File: src/rtl/aclink_out_pkg.sv
package aclink_out_pkg;
  localparam int TAG_W     = 16;
  localparam int SLOT_W    = 20;
  localparam int NUM_SLOTS = 12;
  localparam int FRAME_W   = TAG_W + SLOT_W * NUM_SLOTS;
  localparam int IDX_W     = 7;
  localparam int REG_W     = 16;

  // Tag word: bit 15 = any slot valid, bit 15-k = slot k valid, low 3 bits zero.
  function automatic logic [TAG_W-1:0] make_tag(input logic [NUM_SLOTS:1] slot_ok);
    logic [TAG_W-1:0] t;
    t = '0;
    t[TAG_W-1] = |slot_ok;
    for (int k = 1; k <= NUM_SLOTS; k++) t[TAG_W-1-k] = slot_ok[k];
    return t;
  endfunction

  // Address slot: read flag on top, index below it, rest zero.
  function automatic logic [SLOT_W-1:0] make_addr_slot(input logic rd,
                                                       input logic [IDX_W-1:0] idx);
    return {rd, idx, {(SLOT_W-1-IDX_W){1'b0}}};
  endfunction

  // Data slot: write data in the top 16 bits, zero on a read.
  function automatic logic [SLOT_W-1:0] make_data_slot(input logic rd,
                                                       input logic [REG_W-1:0] wd);
    return rd ? '0 : {wd, {(SLOT_W-REG_W){1'b0}}};
  endfunction
endpackage

File: src/rtl/aclink_bit_timer.sv
module aclink_bit_timer
  import aclink_out_pkg::*;
#(
  parameter int CNT_W = $clog2(FRAME_W)
) (
  input  logic             clk,
  input  logic             rst,
  output logic [CNT_W-1:0] bit_idx,
  output logic             frame_load,
  output logic             sync
);
  localparam logic [CNT_W-1:0] LAST = CNT_W'(FRAME_W - 1);
  localparam logic [CNT_W-1:0] TAG_END = CNT_W'(TAG_W - 1);

  logic [CNT_W-1:0] cnt_q;
  logic             sync_q;

  assign frame_load = (cnt_q == LAST);

  always_ff @(posedge clk) begin
    if (rst) begin
      cnt_q  <= LAST;
      sync_q <= 1'b0;
    end else begin
      cnt_q <= frame_load ? '0 : cnt_q + 1'b1;
      if (frame_load)
        sync_q <= 1'b1;
      else if (cnt_q == TAG_END)
        sync_q <= 1'b0;
    end
  end

  assign bit_idx = cnt_q;
  assign sync    = sync_q;
endmodule

File: src/rtl/aclink_frame_builder.sv
module aclink_frame_builder
  import aclink_out_pkg::*;
#(
  parameter int PCM_W = 16
) (
  input  logic               cmd_valid,
  input  logic               cmd_read,
  input  logic [IDX_W-1:0]   cmd_index,
  input  logic [REG_W-1:0]   cmd_wdata,
  input  logic               pcm_valid,
  input  logic [PCM_W-1:0]   pcm_left,
  input  logic [PCM_W-1:0]   pcm_right,
  output logic [FRAME_W-1:0] frame
);
  localparam int PAD = SLOT_W - PCM_W;

  logic [NUM_SLOTS:1] slot_ok;
  logic [SLOT_W-1:0]  slot_word [1:NUM_SLOTS];

  always_comb begin
    slot_ok    = '0;
    slot_ok[1] = cmd_valid;
    slot_ok[2] = cmd_valid;
    slot_ok[3] = pcm_valid;
    slot_ok[4] = pcm_valid;
  end

  assign frame[FRAME_W-1 -: TAG_W] = make_tag(slot_ok);

  for (genvar k = 1; k <= NUM_SLOTS; k++) begin : g_slot
    if (k == 1) begin : g_addr
      assign slot_word[k] = cmd_valid ? make_addr_slot(cmd_read, cmd_index) : '0;
    end else if (k == 2) begin : g_data
      assign slot_word[k] = cmd_valid ? make_data_slot(cmd_read, cmd_wdata) : '0;
    end else if (k == 3) begin : g_left
      assign slot_word[k] = pcm_valid ? (SLOT_W'(pcm_left) << PAD) : '0;
    end else if (k == 4) begin : g_right
      assign slot_word[k] = pcm_valid ? (SLOT_W'(pcm_right) << PAD) : '0;
    end else begin : g_idle
      assign slot_word[k] = '0;
    end
    assign frame[FRAME_W-TAG_W-1-SLOT_W*(k-1) -: SLOT_W] = slot_word[k];
  end
endmodule

File: src/rtl/aclink_shift_out.sv
module aclink_shift_out
  import aclink_out_pkg::*;
(
  input  logic               clk,
  input  logic               rst,
  input  logic               load,
  input  logic [FRAME_W-1:0] frame,
  output logic               sdata
);
  logic [FRAME_W-1:0] sh_q;

  always_ff @(posedge clk) begin
    if (rst)       sh_q <= '0;
    else if (load) sh_q <= frame;
    else           sh_q <= {sh_q[FRAME_W-2:0], 1'b0};
  end

  assign sdata = sh_q[FRAME_W-1];
endmodule

File: src/rtl/aclink_out_serializer.sv
module aclink_out_serializer
  import aclink_out_pkg::*;
#(
  parameter int PCM_W = 16
) (
  input  logic             clk,
  input  logic             rst,
  input  logic             cmd_valid,
  input  logic             cmd_read,
  input  logic [6:0]       cmd_index,
  input  logic [15:0]      cmd_wdata,
  output logic             cmd_accept,
  input  logic             pcm_valid,
  input  logic [PCM_W-1:0] pcm_left,
  input  logic [PCM_W-1:0] pcm_right,
  output logic             pcm_accept,
  output logic             sync,
  output logic             sdata_out
);
  localparam int CNT_W = $clog2(FRAME_W);

  logic [CNT_W-1:0]   bit_idx;
  logic               frame_load;
  logic [FRAME_W-1:0] next_frame;
  logic               cmd_acc_q, pcm_acc_q;

  aclink_bit_timer #(.CNT_W(CNT_W)) u_timer (
    .clk(clk), .rst(rst), .bit_idx(bit_idx), .frame_load(frame_load), .sync(sync)
  );

  aclink_frame_builder #(.PCM_W(PCM_W)) u_build (
    .cmd_valid(cmd_valid), .cmd_read(cmd_read), .cmd_index(cmd_index),
    .cmd_wdata(cmd_wdata), .pcm_valid(pcm_valid), .pcm_left(pcm_left),
    .pcm_right(pcm_right), .frame(next_frame)
  );

  aclink_shift_out u_shift (
    .clk(clk), .rst(rst), .load(frame_load), .frame(next_frame), .sdata(sdata_out)
  );

  always_ff @(posedge clk) begin
    if (rst) begin
      cmd_acc_q <= 1'b0;
      pcm_acc_q <= 1'b0;
    end else begin
      cmd_acc_q <= frame_load & cmd_valid;
      pcm_acc_q <= frame_load & pcm_valid;
    end
  end

  assign cmd_accept = cmd_acc_q;
  assign pcm_accept = pcm_acc_q;
endmodule

File: config.mk
export PLATFORM = sky130hd
export DESIGN_NAME = aclink_out_serializer
export DESIGN_NICKNAME = d
export VERILOG_FILES = /design/src/rtl/aclink_out_pkg.sv /design/src/rtl/aclink_bit_timer.sv /design/src/rtl/aclink_frame_builder.sv /design/src/rtl/aclink_shift_out.sv /design/src/rtl/aclink_out_serializer.sv
export SDC_FILE = /design/constraint.sdc
export NUM_CORES = 1
export LEC_CHECK = 0
export BUFFER_PORTS_ARGS = -buffer_cell sky130_fd_sc_hd__buf_2
export CAP_MARGIN = 20
export CORE_MARGIN = 2
export CORE_UTILIZATION = 55
export CTS_BUF_LIST = sky130_fd_sc_hd__clkbuf_16
export DETAILED_ROUTE_END_ITERATION = 7
export PLACE_DENSITY = 0.79
export SYNTH_ARGS = -nofsm -noshare
export SYNTH_HDL_FRONTEND = slang
export SYNTH_SLANG_ARGS = --single-unit
File: constraint.sdc
create_clock -name clk -period 1.9 [get_ports clk]
set_clock_uncertainty 0.15 [all_clocks]
set_input_delay 0.38 -clock clk [delete_from_list [all_inputs] [get_ports clk]]
set_output_delay 0.38 -clock clk [all_outputs]
set_load 0.02 [all_outputs]
==> key figures <==
Status
  • Outcome: finished, final reports clean

Layout
  • Reg area: 2060 sq um
  • Final Util: 67.5%
  • Fin nets: 502
  • Area of the multi-input gates: approximately 1400 sq um
  • Layout cells sized above 1: between 20 and 25%
  • Layout Cells excl Fill: 522
  • Fillers: 489
  • Area delta synth->final: 17.7%
  • Diodes inserted: 0

Detailed routing
  • Vias per cell: approximately 5.8
  • Iter 0 DRT Violations: 208
  • DRC: 0
  • Router iterations before antenna repair: 5
  • Antenna-violating nets left: 0
  • Via count: between 3k and 4k
  • Final WL: ~7.6 mm
  • Routed len/inst: approximately 14 um

Logic synthesis
  • Synthesized Nets: about 450
  • Dominant cell type by area after synthesis: dfxtp_1
  • Post-Syn Area: between 3000 and 4000 sq um
  • Syn_area_per_cell: between 9 and 10 sq um
  • FF+latch count, synth: around 100
  • Cells after synthesis: 390
  • Top cell type's share of synthesized area: 56.4%
  • Yosys warnings: 0
  • Synth unique cells: 32
  • Largest cells by area after synthesis: dfxtp_1, nand4_1, o21ai_0, a21oi_1, and2_1
  • Sequential share of the synthesized area: about 56%

STA
  • Tmin final: 1.76 ns
  • TNS Setup: 0 ns
  • Fin. max-slew vios: 0
  • Period utilization: about 93%
  • RSZ-0062 raised after global routing: false
  • Worst slew margin: between 70% and 80%
  • Final setup vio count: 0
  • Worst-margin pin slew: around 0.36 ns
  • Hold WS: 0.123 ns
  • Max frequency: ~570 MHz
  • Final Hold Fails: 0

Clock network
  • H-tree depth: 3
  • Clock Latency Late Sink: about 0.33 ns
  • Clk buf depth: 2
  • CTS root buf: clkbuf_16
  • CTS tree: done
  • Sinks on the clock net: just over 100
  • Post-CTS setup-driven buffer insertion count: 0
  • CTS buffer count: 9
  • Clock Pin Slew Worst Setup and Hold Paths: roughly 0.06 ns

Global routing
  • Total grt overflow: 0
  • Gr usage total: a little over a fifth
  • Vias in the first global route: about 2.8k
  • First-pass GRT wire length: between 10 and 15 mm
  • Largest net degree at the start of global routing: 44
  • Initial antenna violation count: 0

Worst setup path
  • CP required: 2.00 ns
  • Worst setup path class: reg2reg
  • WP data arrival: between 1.5 and 2 ns
  • Reg-to-reg slack, setup: about 0.14 ns
  • Crit path launch type: register
  • R2R Path End: u_shift.sh_q[179]
  • Worst-path fanout max: 36
  • Cells on worst reg2reg path: 5
  • Worst r2r src: u_timer.bit_idx[0]
  • Crit. End Element: register

Power and ir drop
  • Power Total: between 0.006 and 0.007 W
  • Leakage power: approximately 1.7 nW
  • Pwr/cell area: 1440 nW/um^2
  • Peak supply drop: ~1.2 mV

Place
  • Gp weighted congestion: ~0.88
  • Hpwl dp: ~4.7 mm
  • Port Buffer Count: between 60 and 70
  • Placed insts: a little over 500

Die
  • Die width: roughly 86 um
  • Top-level I/O count: 64
  • FP Rows: 29
  • Core Area: approximately 6400 sq um
  • Chip Height: 85.6 um
  • Initial cell density of the core: a little under three fifths
  • DIE AREA: between 7000 and 8000 sq um

Hold path
  • Min-delay src: cmd_wdata[9]
  • Worst hold path class: in2reg
  • Hold Path Depth: 3
  • Hold EP: u_shift.sh_q[213]

Job
  • Max Cap Viol: 0
-- worst max-delay path, cell delays in order (launching register included) --
cell and delay (ns):
dfxtp_1 0.36, ha_1 0.28, and3_2 0.27, buf_6 0.27
nand4_1 0.15, a21oi_1 0.20
-- cell usage in the layout, fill, tap and decap left out, types with 2 or more instances in the layout --
cell type,n
dfxtp_1,103
buf_2,63
o21ai_0,62
nand4_1,55
a21oi_1,47
and2_1,31
nand2_1,20
buf_4,16
clkbuf_16,9
nand3_1,7
or3_1,2
xor2_1,2
and3_1,2
inv_1,2
bufinv_16,2
-- final cells by class --
cell class                 instances  share of cell area (%)
multi-input combinational        245                    32.1
clock buffer                       9                    5.23
sequential                       103                    47.9
inverter                           2                   0.174
clock inverter                     6                    2.00
timing repair buffer              80                    10.4
tap                               77                    2.24
-- logic make-up (layout without fill, tap and decap cells) --
family | Yosys count | after routing | share of synthesized area, %
mux | 1 | 1 | 0.274
simple gates | 126 | 126 | 20.4
buf+inv | 42 | 97 | 5.88
compound gates | 114 | 114 | 16.0
flops | 103 | 103 | 56.4
xor+xnor | 3 | 3 | 0.718
fa+ha+maj | 1 | 1 | 0.342
-- metal layers --
metal,up-vias,routed length (um),track usage (%)
li1,1498,-,-
met1,1429,3460,29.1
met2,76,3630,34.7
met3,10,381,6.74
met4,0,97,5.92
met5,-,0,0
-- timing repair --
action                                  4_1_cts  5_1_grt
endpoints found under the setup margin        0       27
resized for setup                             0        1
hold buffers                                  0        0
-- flip-flops by register name (all words and copies together), names as in the netlist --
register	count
u_timer.sync	1
cmd_accept	1
u_timer.bit_idx	8
pcm_accept	1
u_shift.sh_q	92
-- power by group --
| group | internal (W) | switching (W) |
|---|---|---|
| combinational | 0.000514 | 0.00127 |
| sequential | 0.00238 | 0.000130 |
| clock | 0.00115 | 0.000752 |
| total | 0.00404 | 0.00215 |
-- cells in the mapped netlist --
master / n
buf_2: 6
o21ai_0: 62
xnor2_1: 1
or2_2: 1
clkbuf_2: 4
buf_6: 2
nand2_1: 20
or4_1: 1
nor3b_2: 1
nand3_1: 7
and4_1: 2
ha_1: 1
o211ai_1: 1
xor2_1: 2
and3_1: 3
o31ai_1: 1
nand4_1: 55
clkbuf_1: 20
nor2_1: 1
a21oi_2: 1
a211oi_2: 1
mux2i_1: 1
nor2_2: 1
nand4_2: 1
and2_1: 31
or3_1: 2
o21ai_1: 1
buf_4: 8
dfxtp_1: 103
clkinv_1: 1
a21oi_1: 47
inv_1: 1
-- how the worst max path moves through the flow --
stage	start	endpoint	slack, ns	cells after the start
after floorplan	u_timer.bit_idx[0]	u_shift.sh_q[211]	0.33	7
after global placement	u_timer.bit_idx[0]	u_shift.sh_q[193]	0.26	5
after detailed placement	u_timer.bit_idx[0]	u_shift.sh_q[175]	0.16	5
after CTS	u_timer.bit_idx[0]	u_shift.sh_q[179]	0.09	5
after global routing	u_timer.bit_idx[0]	u_shift.sh_q[169]	0.01	5
final	u_timer.bit_idx[0]	u_shift.sh_q[179]	0.14	5
-- metrics by stage --
stage	setup slack (ns)	area (sq um)
6_report	0.142	4310
4_1_cts	0.0857	4300
3_5_place_dp	0.158	3990
3_3_place_gp	0.256	3990
5_1_grt	0.0132	4310
2_1_floorplan	0.333	3660
(Power assumes the default switching activity.)
